<file path="config.mk">
export PLATFORM = sky130hd
export DESIGN_NAME = dma_chan_core
export DESIGN_NICKNAME = d
export VERILOG_FILES = /design/src/rtl/dma_chan_pkg.sv /design/src/rtl/dma_chan_cnt.sv /design/src/rtl/dma_chan_ctrl.sv /design/src/rtl/dma_chan_core.sv
export SDC_FILE = /design/constraint.sdc
export NUM_CORES = 1
export LEC_CHECK = 0
export ABC_AREA = 0
export BUFFER_PORTS_ARGS = -buffer_cell sky130_fd_sc_hd__buf_2
export CAP_MARGIN = 20
export CORE_UTILIZATION = 45
export CTS_CLUSTER_DIAMETER = 40
export DETAILED_ROUTE_END_ITERATION = 10
export GPL_TIMING_DRIVEN = 0
export PLACE_DENSITY = 0.68
export RECOVER_POWER = 100
export SYNTH_ARGS = -nofsm -noshare
export SYNTH_HDL_FRONTEND = slang
export SYNTH_SLANG_ARGS = --single-unit
</file>
<file path="constraint.sdc">
create_clock -name clk -period 5.6 [get_ports clk]
set_clock_uncertainty 0.05 [all_clocks]
set_input_delay 0.84 -clock clk [delete_from_list [all_inputs] [get_ports clk]]
set_output_delay 0.84 -clock clk [all_outputs]
set_load 0.005 [all_outputs]
</file>
<file path="src/rtl/dma_chan_pkg.sv">
package dma_chan_pkg;

  typedef enum logic [2:0] {
    SEL_ADDR = 3'd0,
    SEL_CNT  = 3'd1,
    SEL_OP   = 3'd2,
    SEL_CTRL = 3'd3,
    SEL_STAT = 3'd4,
    SEL_ERR  = 3'd5,
    SEL_VEC  = 3'd6
  } reg_sel_e;

  typedef enum logic [1:0] {
    ERR_NONE   = 2'd0,
    ERR_TIMING = 2'd1,
    ERR_CONFIG = 2'd2,
    ERR_ABORT  = 2'd3
  } err_code_e;

  localparam int OP_DIR_BIT   = 7;
  localparam int OP_SZ_LO     = 4;
  localparam int CTL_GO_BIT   = 7;
  localparam int CTL_STOP_BIT = 4;
  localparam int CTL_IEN_BIT  = 3;
  localparam int ST_DONE_BIT  = 7;
  localparam int ST_ERR_BIT   = 6;
  localparam int ST_ACT_BIT   = 3;
  localparam logic [7:0] VEC_RESET = 8'h0F;

  // address increment for an operand size code; 0 for the reserved code
  function automatic logic [2:0] size_step(input logic [1:0] sz);
    case (sz)
      2'b00:   return 3'd1;
      2'b01:   return 3'd2;
      2'b10:   return 3'd4;
      default: return 3'd0;
    endcase
  endfunction

endpackage

</file>
<file path="src/rtl/dma_chan_cnt.sv">
module dma_chan_cnt
  import dma_chan_pkg::*;
#(
  parameter int AW = 32,
  parameter int CW = 16
) (
  input  logic          clk,
  input  logic          rst_n,
  input  logic          load_addr,
  input  logic          load_cnt,
  input  logic [AW-1:0] addr_in,
  input  logic [CW-1:0] cnt_in,
  input  logic          advance,
  input  logic [1:0]    sz,
  output logic [AW-1:0] addr,
  output logic [CW-1:0] cnt,
  output logic          cnt_last,
  output logic          cnt_zero
);

  localparam int PADW = AW - 3;

  logic [AW-1:0] step_ext;
  assign step_ext = {{PADW{1'b0}}, size_step(sz)};
  assign cnt_last = (cnt == CW'(1));
  assign cnt_zero = (cnt == '0);

  always_ff @(posedge clk or negedge rst_n) begin
    if (!rst_n) begin
      addr <= '0;
      cnt  <= '0;
    end else begin
      if (load_addr)    addr <= addr_in;
      else if (advance) addr <= addr + step_ext;
      if (load_cnt)     cnt  <= cnt_in;
      else if (advance) cnt  <= cnt - CW'(1);
    end
  end

  AST_CNT_DOWN: assert property (@(posedge clk) disable iff (!rst_n)
    advance |=> (cnt == $past(cnt) - CW'(1)));

  AST_NO_MOVE_IDLE: assert property (@(posedge clk) disable iff (!rst_n)
    (!advance && !load_addr) |=> $stable(addr));

endmodule

</file>
<file path="src/rtl/dma_chan_ctrl.sv">
module dma_chan_ctrl
  import dma_chan_pkg::*;
(
  input  logic       clk,
  input  logic       rst_n,
  input  logic       cpu_wr,
  input  logic [2:0] cpu_sel,
  input  logic [7:0] wbyte,
  input  logic       xfer_done,
  input  logic       cnt_last,
  input  logic       cnt_zero,
  output logic       active,
  output logic [7:0] op_q,
  output logic [7:0] ctl_q,
  output logic [7:0] vec_q,
  output logic       done_f,
  output logic       err_f,
  output err_code_e  err_code,
  output logic       load_addr,
  output logic       load_cnt,
  output logic       advance,
  output logic       irq
);

  // named internal events
  logic wr_addr, wr_cnt, wr_op, wr_ctl, wr_stat, wr_vec;
  logic start_ev, abort_ev, cfg_ev, go_ev, timing_ev, finish_ev;
  logic clr_done, clr_err, err_set;
  err_code_e code_new;

  assign wr_addr = cpu_wr && (cpu_sel == SEL_ADDR);
  assign wr_cnt  = cpu_wr && (cpu_sel == SEL_CNT);
  assign wr_op   = cpu_wr && (cpu_sel == SEL_OP);
  assign wr_ctl  = cpu_wr && (cpu_sel == SEL_CTRL);
  assign wr_stat = cpu_wr && (cpu_sel == SEL_STAT);
  assign wr_vec  = cpu_wr && (cpu_sel == SEL_VEC);

  assign start_ev  = wr_ctl && wbyte[CTL_GO_BIT] && !ctl_q[CTL_GO_BIT] && !active;
  assign abort_ev  = wr_ctl && wbyte[CTL_STOP_BIT] && active;
  assign cfg_ev    = start_ev && ((op_q[OP_SZ_LO+1:OP_SZ_LO] == 2'b11) || cnt_zero);
  assign go_ev     = start_ev && !cfg_ev;
  assign timing_ev = active && (wr_addr || wr_cnt || wr_op);
  assign advance   = active && xfer_done && !abort_ev;
  assign finish_ev = advance && cnt_last;
  assign load_addr = wr_addr && !active;
  assign load_cnt  = wr_cnt && !active;
  assign clr_done  = wr_stat && wbyte[ST_DONE_BIT];
  assign clr_err   = wr_stat && wbyte[ST_ERR_BIT];
  assign err_set   = abort_ev || cfg_ev || timing_ev;
  assign irq       = done_f && ctl_q[CTL_IEN_BIT];

  always_comb begin
    if (abort_ev)    code_new = ERR_ABORT;
    else if (cfg_ev) code_new = ERR_CONFIG;
    else             code_new = ERR_TIMING;
  end

  always_ff @(posedge clk or negedge rst_n) begin
    if (!rst_n) begin
      active   <= 1'b0;
      op_q     <= '0;
      ctl_q    <= '0;
      vec_q    <= VEC_RESET;
      done_f   <= 1'b0;
      err_f    <= 1'b0;
      err_code <= ERR_NONE;
    end else begin
      if (abort_ev || finish_ev) active <= 1'b0;
      else if (go_ev)            active <= 1'b1;

      if (wr_op && !active)
        op_q <= {wbyte[OP_DIR_BIT], 1'b0, wbyte[OP_SZ_LO+1:OP_SZ_LO], 4'b0};
      if (wr_ctl)
        ctl_q <= {wbyte[CTL_GO_BIT], 3'b0, wbyte[CTL_IEN_BIT], 3'b0};
      if (wr_vec) vec_q <= wbyte;

      if (finish_ev)     done_f <= 1'b1;
      else if (clr_done) done_f <= 1'b0;

      if (err_set) begin
        err_f    <= 1'b1;
        err_code <= code_new;
      end else if (clr_err) begin
        err_f    <= 1'b0;
        err_code <= ERR_NONE;
      end
    end
  end

  AST_GO_ACTIVE: assert property (@(posedge clk) disable iff (!rst_n)
    go_ev |=> active);

  AST_DONE_STICKY: assert property (@(posedge clk) disable iff (!rst_n)
    (done_f && !clr_done) |=> done_f);

  AST_ABORT_IDLE: assert property (@(posedge clk) disable iff (!rst_n)
    abort_ev |=> (!active && err_code == ERR_ABORT));

  AST_OP_FROZEN: assert property (@(posedge clk) disable iff (!rst_n)
    (wr_op && active) |=> $stable(op_q));

  AST_BAD_START: assert property (@(posedge clk) disable iff (!rst_n)
    cfg_ev |=> (!active && err_f));

endmodule

</file>
<file path="src/rtl/dma_chan_core.sv">
module dma_chan_core
  import dma_chan_pkg::*;
#(
  parameter int AW = 32,
  parameter int CW = 16,
  parameter int DW = 32
) (
  input  logic          clk,
  input  logic          rst_n,
  input  logic [2:0]    cpu_sel,
  input  logic          cpu_wr,
  input  logic [DW-1:0] cpu_wdata,
  output logic [DW-1:0] cpu_rdata,
  input  logic          xfer_done,
  input  logic          iack,
  output logic [AW-1:0] mem_addr,
  output logic          xfer_busy,
  output logic          xfer_to_mem,
  output logic [1:0]    xfer_size,
  output logic          irq,
  output logic [7:0]    vec_out
);

  logic          active, done_f, err_f;
  logic [7:0]    op_q, ctl_q, vec_q;
  err_code_e     err_code;
  logic          load_addr, load_cnt, advance, cnt_last, cnt_zero;
  logic [CW-1:0] cnt;
  logic [7:0]    stat_byte;

  dma_chan_ctrl u_ctrl (
    .clk       (clk),
    .rst_n     (rst_n),
    .cpu_wr    (cpu_wr),
    .cpu_sel   (cpu_sel),
    .wbyte     (cpu_wdata[7:0]),
    .xfer_done (xfer_done),
    .cnt_last  (cnt_last),
    .cnt_zero  (cnt_zero),
    .active    (active),
    .op_q      (op_q),
    .ctl_q     (ctl_q),
    .vec_q     (vec_q),
    .done_f    (done_f),
    .err_f     (err_f),
    .err_code  (err_code),
    .load_addr (load_addr),
    .load_cnt  (load_cnt),
    .advance   (advance),
    .irq       (irq)
  );

  dma_chan_cnt #(.AW(AW), .CW(CW)) u_cnt (
    .clk       (clk),
    .rst_n     (rst_n),
    .load_addr (load_addr),
    .load_cnt  (load_cnt),
    .addr_in   (cpu_wdata[AW-1:0]),
    .cnt_in    (cpu_wdata[CW-1:0]),
    .advance   (advance),
    .sz        (op_q[OP_SZ_LO+1:OP_SZ_LO]),
    .addr      (mem_addr),
    .cnt       (cnt),
    .cnt_last  (cnt_last),
    .cnt_zero  (cnt_zero)
  );

  assign xfer_busy   = active;
  assign xfer_to_mem = op_q[OP_DIR_BIT];
  assign xfer_size   = op_q[OP_SZ_LO+1:OP_SZ_LO];
  assign vec_out     = iack ? vec_q : 8'h00;

  always_comb begin
    stat_byte = '0;
    stat_byte[ST_DONE_BIT] = done_f;
    stat_byte[ST_ERR_BIT]  = err_f;
    stat_byte[ST_ACT_BIT]  = active;
  end

  always_comb begin
    cpu_rdata = '0;
    case (cpu_sel)
      SEL_ADDR: cpu_rdata = DW'(mem_addr);
      SEL_CNT:  cpu_rdata = DW'(cnt);
      SEL_OP:   cpu_rdata = DW'(op_q);
      SEL_CTRL: cpu_rdata = DW'(ctl_q);
      SEL_STAT: cpu_rdata = DW'(stat_byte);
      SEL_ERR:  cpu_rdata = DW'(err_code);
      SEL_VEC:  cpu_rdata = DW'(vec_q);
      default:  cpu_rdata = '0;
    endcase
  end

  AST_FINISH_IRQ: assert property (@(posedge clk) disable iff (!rst_n)
    (active && xfer_done && cnt_last && ctl_q[CTL_IEN_BIT] && !(cpu_wr && cpu_sel == SEL_CTRL))
      |=> (irq && !xfer_busy));

  AST_ADDR_STEP: assert property (@(posedge clk) disable iff (!rst_n)
    advance |=> (mem_addr == $past(mem_addr) + AW'(size_step($past(xfer_size)))));

endmodule

</file>
# Word-level counts from Yosys, hierarchy flattened
# Index checks and enable logic that the tools add are counted.
# totals
ff_bits	66
in_bits	40
output_inout_bits	77
word_cells	79
# op_classes
n_addsub	2
n_eq_ne	10
mux	17
n_reduce_logical	41
# op_table
operator	count
$pmux 32 s7	1
$mux 32	2
$add 32x3->32	1
$mux 16	2
$logic_and 1x1->1	23
$eq 16x1->1 const B	1
$logic_not 16->1	1
$sub 16x1->16 const B	1
$reduce_bool 2->1	5
$eq 3x3->1 const B	3
$pmux 3 s3	1
$mux 2	4
$mux 8	1
$eq 3x2->1 const B	2
$logic_or 1x1->1	6
$mux 1	6
$eq 2x2->1 const B	2
$logic_not 1->1	4
$eq 3x1->1 const B	1
$logic_not 3->1	1
$eq 2x1->1 const B	1
$logic_not 2->1	1

# Depth between registers and ports, before layout
# Gate-level depths: netlist of the first run.
# logic_depth
word_depth	10
ltp_mapped	9

# By module
# From an unflattened synthesis of the first run, not the netlist that was laid out.
# unflattened
hier_cells	522
area_unflattened_um2	4626.9
# by_module_without_submodules
mod	n_inst	cells_each	area_per_inst_um2	seq_area_each_um2
dma_chan_cnt	1	351	3004.1	1201.2
dma_chan_ctrl	1	80	918.4	455.4
dma_chan_core	1	91	704.4	0.0

# Worst setup path before layout of the first run
# Ideal clock, no wire load.
# synth_path
path_kind	input-to-output
startpoint	input port cpu_sel[0]
endpoint	output port cpu_rdata[3]
arrival_time_ps	2015
slack_ps	2695
stages	5
n_path_buf	3
path_cell_list	clkbuf_1 -> buf_1 -> buf_2 -> a22oi_1 -> o22ai_1
# synth_between
elab_chain_len	2
# synth_rtl
element	line_no	rtl
from (decl)	dma_chan_core.sv:10	input logic [2:0] cpu_sel,
$eq 3x3->1 (tied with other cells)	dma_chan_core.sv:82	case (cpu_sel)
$pmux 32 s7 (*)	dma_chan_core.sv:82	
to (decl)	dma_chan_core.sv:13	output logic [DW-1:0] cpu_rdata,
# Mark *: on every way between the ends. The rest lies on a longest branch, timed or not.

==> reports/metrics.cfg, run 1 <==
[timing]
rsz0062_at_grt = no
period_share_pct = 67.9
slew_headroom_pct = -140
worst_pin_slew_ps = 3610
tns_ps = 0
finalSetupViolCount = 0
drv_slew = 67
min_period_ps = 3800
max_freq_mhz = 263
fin_ws_ps = 1800
finalHoldViolCount = 0

[run_status]
outcome = finished with violations
violations = capacitance limit, slew limit

[critical_path]
worstSetupEndpointType = asynchronous set/reset pin
r2r_setup_slack_ps = 2580
path_cells = clkbuf_1
slowest_delay_ps = 2480
crit_path_start_kind = primary input
crit_buf_inv = 1
crit_family = buffers and inverters
slowest_stage = clkbuf_1
critPathArrivalTime_ps = 3390
worst-setup-path-type = primary input to asynchronous set/reset pin
worstPathMaxFanout = 66
crit_required_ps = 5190

[clocking]
cts_resized = 0
clk_pin_slew_ps = 70
numCtsBuffers = 9
cts_tree = yes
clock-root-buffer = clkbuf_8
postCtsSetupBuffers = 0
cts.sinks = 66
cts_max_level = 3
cts_buffer_depth = 2
clock_latency_ps = 350
ctsHoldBuffers = 0

[place]
post-place-ws_ps = 2100
gp_congestion = 0.898
port_buffers = 115
hpwl_mm = 9.90

[yosys]
synth.distinct_cells = 59
yosys_warnings = 0
ys_ff_latch = 66
synth_edf_count = 0
avgSynthCellArea_sq_um = 8.77
synth-async-reset-ratio_pct = 100
ys_dominant_reg_cell = dfrtp_1
seq_area_frac_synth_pct = 38.9
synth_area_sq_um = 4260
synth_fp_nets = 532
synthCells = 485

[power]
combPwrFrac_pct = 32.9
netSwitchingFraction_pct = 39.5
p_total_mw = 1.85
p_int_mw = 1.12
cellPowerDensity_nw_per_um2 = 365
peakVddDrop_uv = 157
pwr-share-seq_pct = 46.0
clkPwrFrac_pct = 21.1
p_switching_mw = 0.731
p_leak_nw = 2.16

[finish]
syn_to_final_growth_pct = 19.3
diodes = 0
drive_above_1_share_pct = 20.6
nNetsFinal = 658

[floorplan]
core-area_sq_um = 9200
rows = 35
die_h_um = 99.2
ios = 117
die_area_sq_um = 9850
initial_utilization_pct = 46.3
die_w_um = 99.2

[global_routing]
grt_max_degree = 67
grt_pass1_vias = 4058
antenna_found_initial = 0
grt_overflow = 0
grtUsageTotal_pct = 28.9
grt_first_pass_wirelength_mm = 22.0

[detailed_routing]
wl_per_cell_um = 18.8
first_pass_iters = 7
wirelength_mm = 13.7
vias = 4418
drtIter0Drc = 248
drtAntennaViolNets = 0
vias_per_cell = 6.08
drc_errors = 0

[min_path]
hold_path_class = register to register

[job]
maxCapViolations = 1

## power by group through the flow
stage               clock network, mW  registers (mW)  logic [mW]
floorplan                           0           0.787       0.404
global placement                    0           0.845       0.611
global route                    0.415           0.873       0.689
detailed placement                  0           0.850       0.626
finish                          0.391           0.852       0.609
CTS                             0.397           0.844       0.629
## per-layer routing
metal	global-route usage [%]	part of all wire, %	vias up
met5	0	0	-
li1	-	-	2044
met4	11.7	1.8	0
met3	3.87	5.9	22
met1	42.2	46	2153
met2	43.3	46	199
## cells in the mapped netlist (6+ instances only)
cell type / instances / area (sq um)
o211ai_1: 15 / 113
mux2_2: 15 / 169
nand3_1: 30 / 150
and2_1: 29 / 181
nor3_1: 7 / 35.0
mux2i_1: 18 / 180
a31oi_1: 9 / 56.3
o311ai_1: 8 / 70.1
nand4_1: 13 / 81.3
clkbuf_1: 13 / 48.8
ha_1: 6 / 75.1
nor2_1: 39 / 146
buf_2: 8 / 40.0
xor2_1: 7 / 61.3
dfrtp_1: 62 / 1550
a21oi_1: 13 / 65.1
nand2_1: 69 / 259
or4_1: 8 / 60.1
nor2b_1: 6 / 37.5
o21ai_0: 23 / 115
## final timing paths
check / from / depth (start not counted) / to
worst max-delay path: rst_n / 1 / u_cnt.addr[22]
worst min-delay path: u_ctrl.done_f / 2 / u_ctrl.done_f
worst max register to register: u_ctrl.op_q[5] / 7 / u_cnt.addr[25]
worst min register to register: u_ctrl.done_f / 2 / u_ctrl.done_f
max in group clk: cpu_sel[0] / 7 / cpu_rdata[3]
min in group asynchronous: rst_n / 1 / u_cnt.addr[27]
## placed cells by master (no fill, tap or decap), drive strengths merged, types with 6 or more instances in the layout
cell    count
a21oi      15
a31oi       9
and2       29
buf        85
clkbuf     68
dfrtp      62
ha          6
mux2       15
mux2i      18
nand2      69
nand3      32
nand4      13
nor2       39
nor2b       6
nor3        8
o211ai     15
o21ai      27
o311ai     13
or4         8
xor2        7
## state kept, by name (all words and copies together) (netlist names)
register         cells
u_cnt.addr          32
u_cnt.cnt           16
u_ctrl.active        1
u_ctrl.ctl_q         2
u_ctrl.done_f        1
u_ctrl.err_code      2
u_ctrl.err_f         1
u_ctrl.op_q          3
u_ctrl.vec_q         8
## worst min-delay path: cells and delay by family, from the launching register on
kind             cells  cell delay, ps
flip-flops           1             360
AND/OR/NAND/NOR      2             100
## cell type report
class	instances	area, sq um
Inverter	5	18.8
Tap cell	111	139
Timing Repair Buffer	115	541
Fill cell	902	4120
Sequential cell	66	1660
Buffer	25	96.3
Multi-Input combinational cell	389	2440
Clock inverter	3	40.0
Clock buffer	13	139
## cells by family (layout without fill, tap and decap cells)
logic type | after synthesis | after routing | share of synthesized area (%)
buffers and inverters | 30 | 161 | 3.06
and+or+nand+nor | 232 | 232 | 27.8
AOI/OAI and AO/OA | 106 | 106 | 17.1
muxes | 34 | 34 | 8.73
DFF | 66 | 66 | 38.9
xor gates and xnor gates | 10 | 10 | 2.06
adders and majority gates | 7 | 7 | 2.23
## per-stage QoR
stage                     hold slack, ps  util [%]  area, sq um  cells
after floorplan                      404         -         4260    485
after global placement               428      54.0         4970    711
after detailed placement             433      54.1         4970    711
after CTS                            449      56.0         5150    727
after global routing                 476      55.2         5070    727
final                                446      55.2         5070    727
No activity file was read; power rests on OpenSTA's default activity.
==> run 2: changes to the inputs <==
--- a/config.mk
+++ b/config.mk
@@ -12,7 +12,7 @@
 export CTS_CLUSTER_DIAMETER = 40
 export DETAILED_ROUTE_END_ITERATION = 10
 export GPL_TIMING_DRIVEN = 0
-export PLACE_DENSITY = 0.68
+export PLACE_DENSITY = 0.71
 export RECOVER_POWER = 100
 export SYNTH_ARGS = -nofsm -noshare
 export SYNTH_HDL_FRONTEND = slang
==> constraint.sdc (replaced) <==
create_clock -name clk -period 3.4 [get_ports clk]
set_clock_uncertainty 0.05 [all_clocks]
set_input_delay 0.51 -clock clk [delete_from_list [all_inputs] [get_ports clk]]
set_output_delay 0.51 -clock clk [all_outputs]
set_load 0.005 [all_outputs]
==> run 2 against run 1 <==
- the run still ends with capacitance limit, slew limit left
- flip-flop and latch count unchanged
- sequential share of layout area down 0.19 points
- final cell count unchanged
- routed wire length down 0.51%
- register-to-register slack worse by 2100 ps
- clock power up 77%
- worst setup slack worse by 1300 ps
- first-iteration DRC count up 36%
- critical path depth up 6
- die area unchanged
- via count up 0.68%
- design area up 0.59%
==> reports/metrics.cfg, run 2 (synthesized netlist as in run 1, its figures left out) <==
[job]
maxCapViolations = 1

[critical_path]
worstPathMaxFanout = 10
crit_buf_inv = 0
slowest_stage = a21oi_1
crit_required_ps = 3620
cp_common_cell = a21oi_1
critPathArrivalTime_ps = 3150
crit_path_start_kind = register
worstSetupEndpointType = register
crit_family = simple AND/OR/NAND/NOR gates
worst-setup-path-type = register to register
path_cells = nor2b_1 > ha_1 > a21oi_1 > a21oi_1 > nand3_1 > or4_1 > a31oi_1
slowest_delay_ps = 740

[global_routing]
grt_max_degree = 67
grtUsageTotal_pct = 28.1
grt_first_pass_wirelength_mm = 21.5
grt_pass1_vias = 4093
antenna_found_initial = 0
grt_overflow = 0

[clocking]
clock-root-buffer = clkbuf_8
numCtsBuffers = 9
clock_latency_ps = 350
cts_tree = yes
postCtsSetupBuffers = 0
ctsHoldBuffers = 0
clk_pin_slew_ps = 70
cts_buffer_depth = 2
cts_max_level = 3
cts_resized = 0
cts.sinks = 66

[power]
pwr-share-seq_pct = 45.0
p_switching_mw = 1.21
netSwitchingFraction_pct = 39.1
p_int_mw = 1.89
p_leak_nw = 2.20
cellPowerDensity_nw_per_um2 = 608
clkPwrFrac_pct = 22.3
p_total_mw = 3.10
combPwrFrac_pct = 32.7
peakVddDrop_uv = 297

[finish]
layout_common_cells = 94 x buf_2, 69 x nand2_1, 62 x dfrtp_1
fill_cells = 887
syn_to_final_growth_pct = 20.0
stdcell_area_sq_um = 5100
multi_input_area_sq_um = 2440
nNetsFinal = 658
layout_commonest_cell = buf_2
largest_register_ffs = 32
drive_above_1_share_pct = 21.6
seqCellArea_sq_um = 1660
top_regs = u_cnt.addr (32), u_cnt.cnt (16), u_ctrl.vec_q (8)
diodes = 0
largest-register = u_cnt.addr

[timing]
rsz0062_at_grt = no
finalSetupViolCount = 0
finalHoldViolCount = 0
period_share_pct = 86.2
max_freq_mhz = 341
min_period_ps = 2930
drv_slew = 67
worst_pin_slew_ps = 1670
fin_hold_ws_ps = 316
fin_ws_ps = 471
slew_headroom_pct = -11.2
tns_ps = 0

[detailed_routing]
vias_per_cell = 6.12
drtIter0Drc = 337
wirelength_mm = 13.6
wl_per_cell_um = 18.8
first_pass_iters = 5
drtAntennaViolNets = 0
vias = 4448
drc_errors = 0

[floorplan]
initial_utilization_pct = 46.3
die_h_um = 99.2
die_w_um = 99.2
rows = 35
ios = 117
core-area_sq_um = 9200
die_area_sq_um = 9850

[place]
port_buffers = 115
hpwl_mm = 9.97
post-place-ws_ps = 561
gp_congestion = 0.945
place_area_sq_um = 4970

[run_status]
violations = capacitance limit, slew limit
outcome = finished with violations

[min_path]
hold_path_class = primary input to register

[run 2: changes by cell type in the layout (fill, tap and decap cells not counted), sizes merged]
cell,delta
buf,+11
clkbuf,-10
clkinv,-1
[run 2: metrics by stage]
step	instances	utilization, %
6_report	727	55.5
5_1_grt	727	55.5
4_1_cts	727	56.2
3_5_place_dp	711	54.1
3_3_place_gp	711	54.0
2_1_floorplan	485	-
[run 2: worst paths after layout]
check	slack [ps]	start	depth (start not counted)	to
min in group asynchronous	540	rst_n	1	u_cnt.addr[13]
min reg2reg	450	u_ctrl.err_f	2	u_ctrl.err_f
max in group asynchronous	1760	rst_n	1	u_cnt.addr[26]
max reg2reg	470	u_ctrl.op_q[5]	7	u_cnt.addr[25]
max	470	u_ctrl.op_q[5]	7	u_cnt.addr[25]
min	320	cpu_wdata[27]	3	u_cnt.addr[27]
[run 2: final cells by class]
type | count | area share (%)
Buffer | 25 | 1.91
Clock buffer | 14 | 3.19
Clock inverter | 2 | 0.686
Inverter | 5 | 0.368
Multi-Input combinational cell | 389 | 47.9
Sequential cell | 66 | 32.5
Tap cell | 111 | 2.72
Timing Repair Buffer | 115 | 10.8
[run 2: power by group through the flow]
| stage | clock network, mW | logic [mW] | registers [mW] |
|---|---|---|---|
| finish | 0.693 | 1.01 | 1.40 |
| CTS | 0.696 | 1.04 | 1.39 |
| detailed placement | 0 | 1.04 | 1.40 |
| floorplan | 0 | 0.666 | 1.30 |
| global route | 0.729 | 1.13 | 1.44 |
| global placement | 0 | 1.00 | 1.39 |
[run 2: per-layer routing]
layer,GRT usage [%],share of wire (%)
met5,0,0
met2,42.6,46
met3,4.78,7.6
met1,38.7,43
met4,14.8,3.0
[run 2: tightest hold or removal path, delay by kind of cell]
| kind | cells | cell delay (ps) |
|---|---|---|
| AO/OA/AOI/OAI | 1 | 50 |
| buffers and inverters | 1 | 80 |
| AND/OR/NAND/NOR | 1 | 40 |
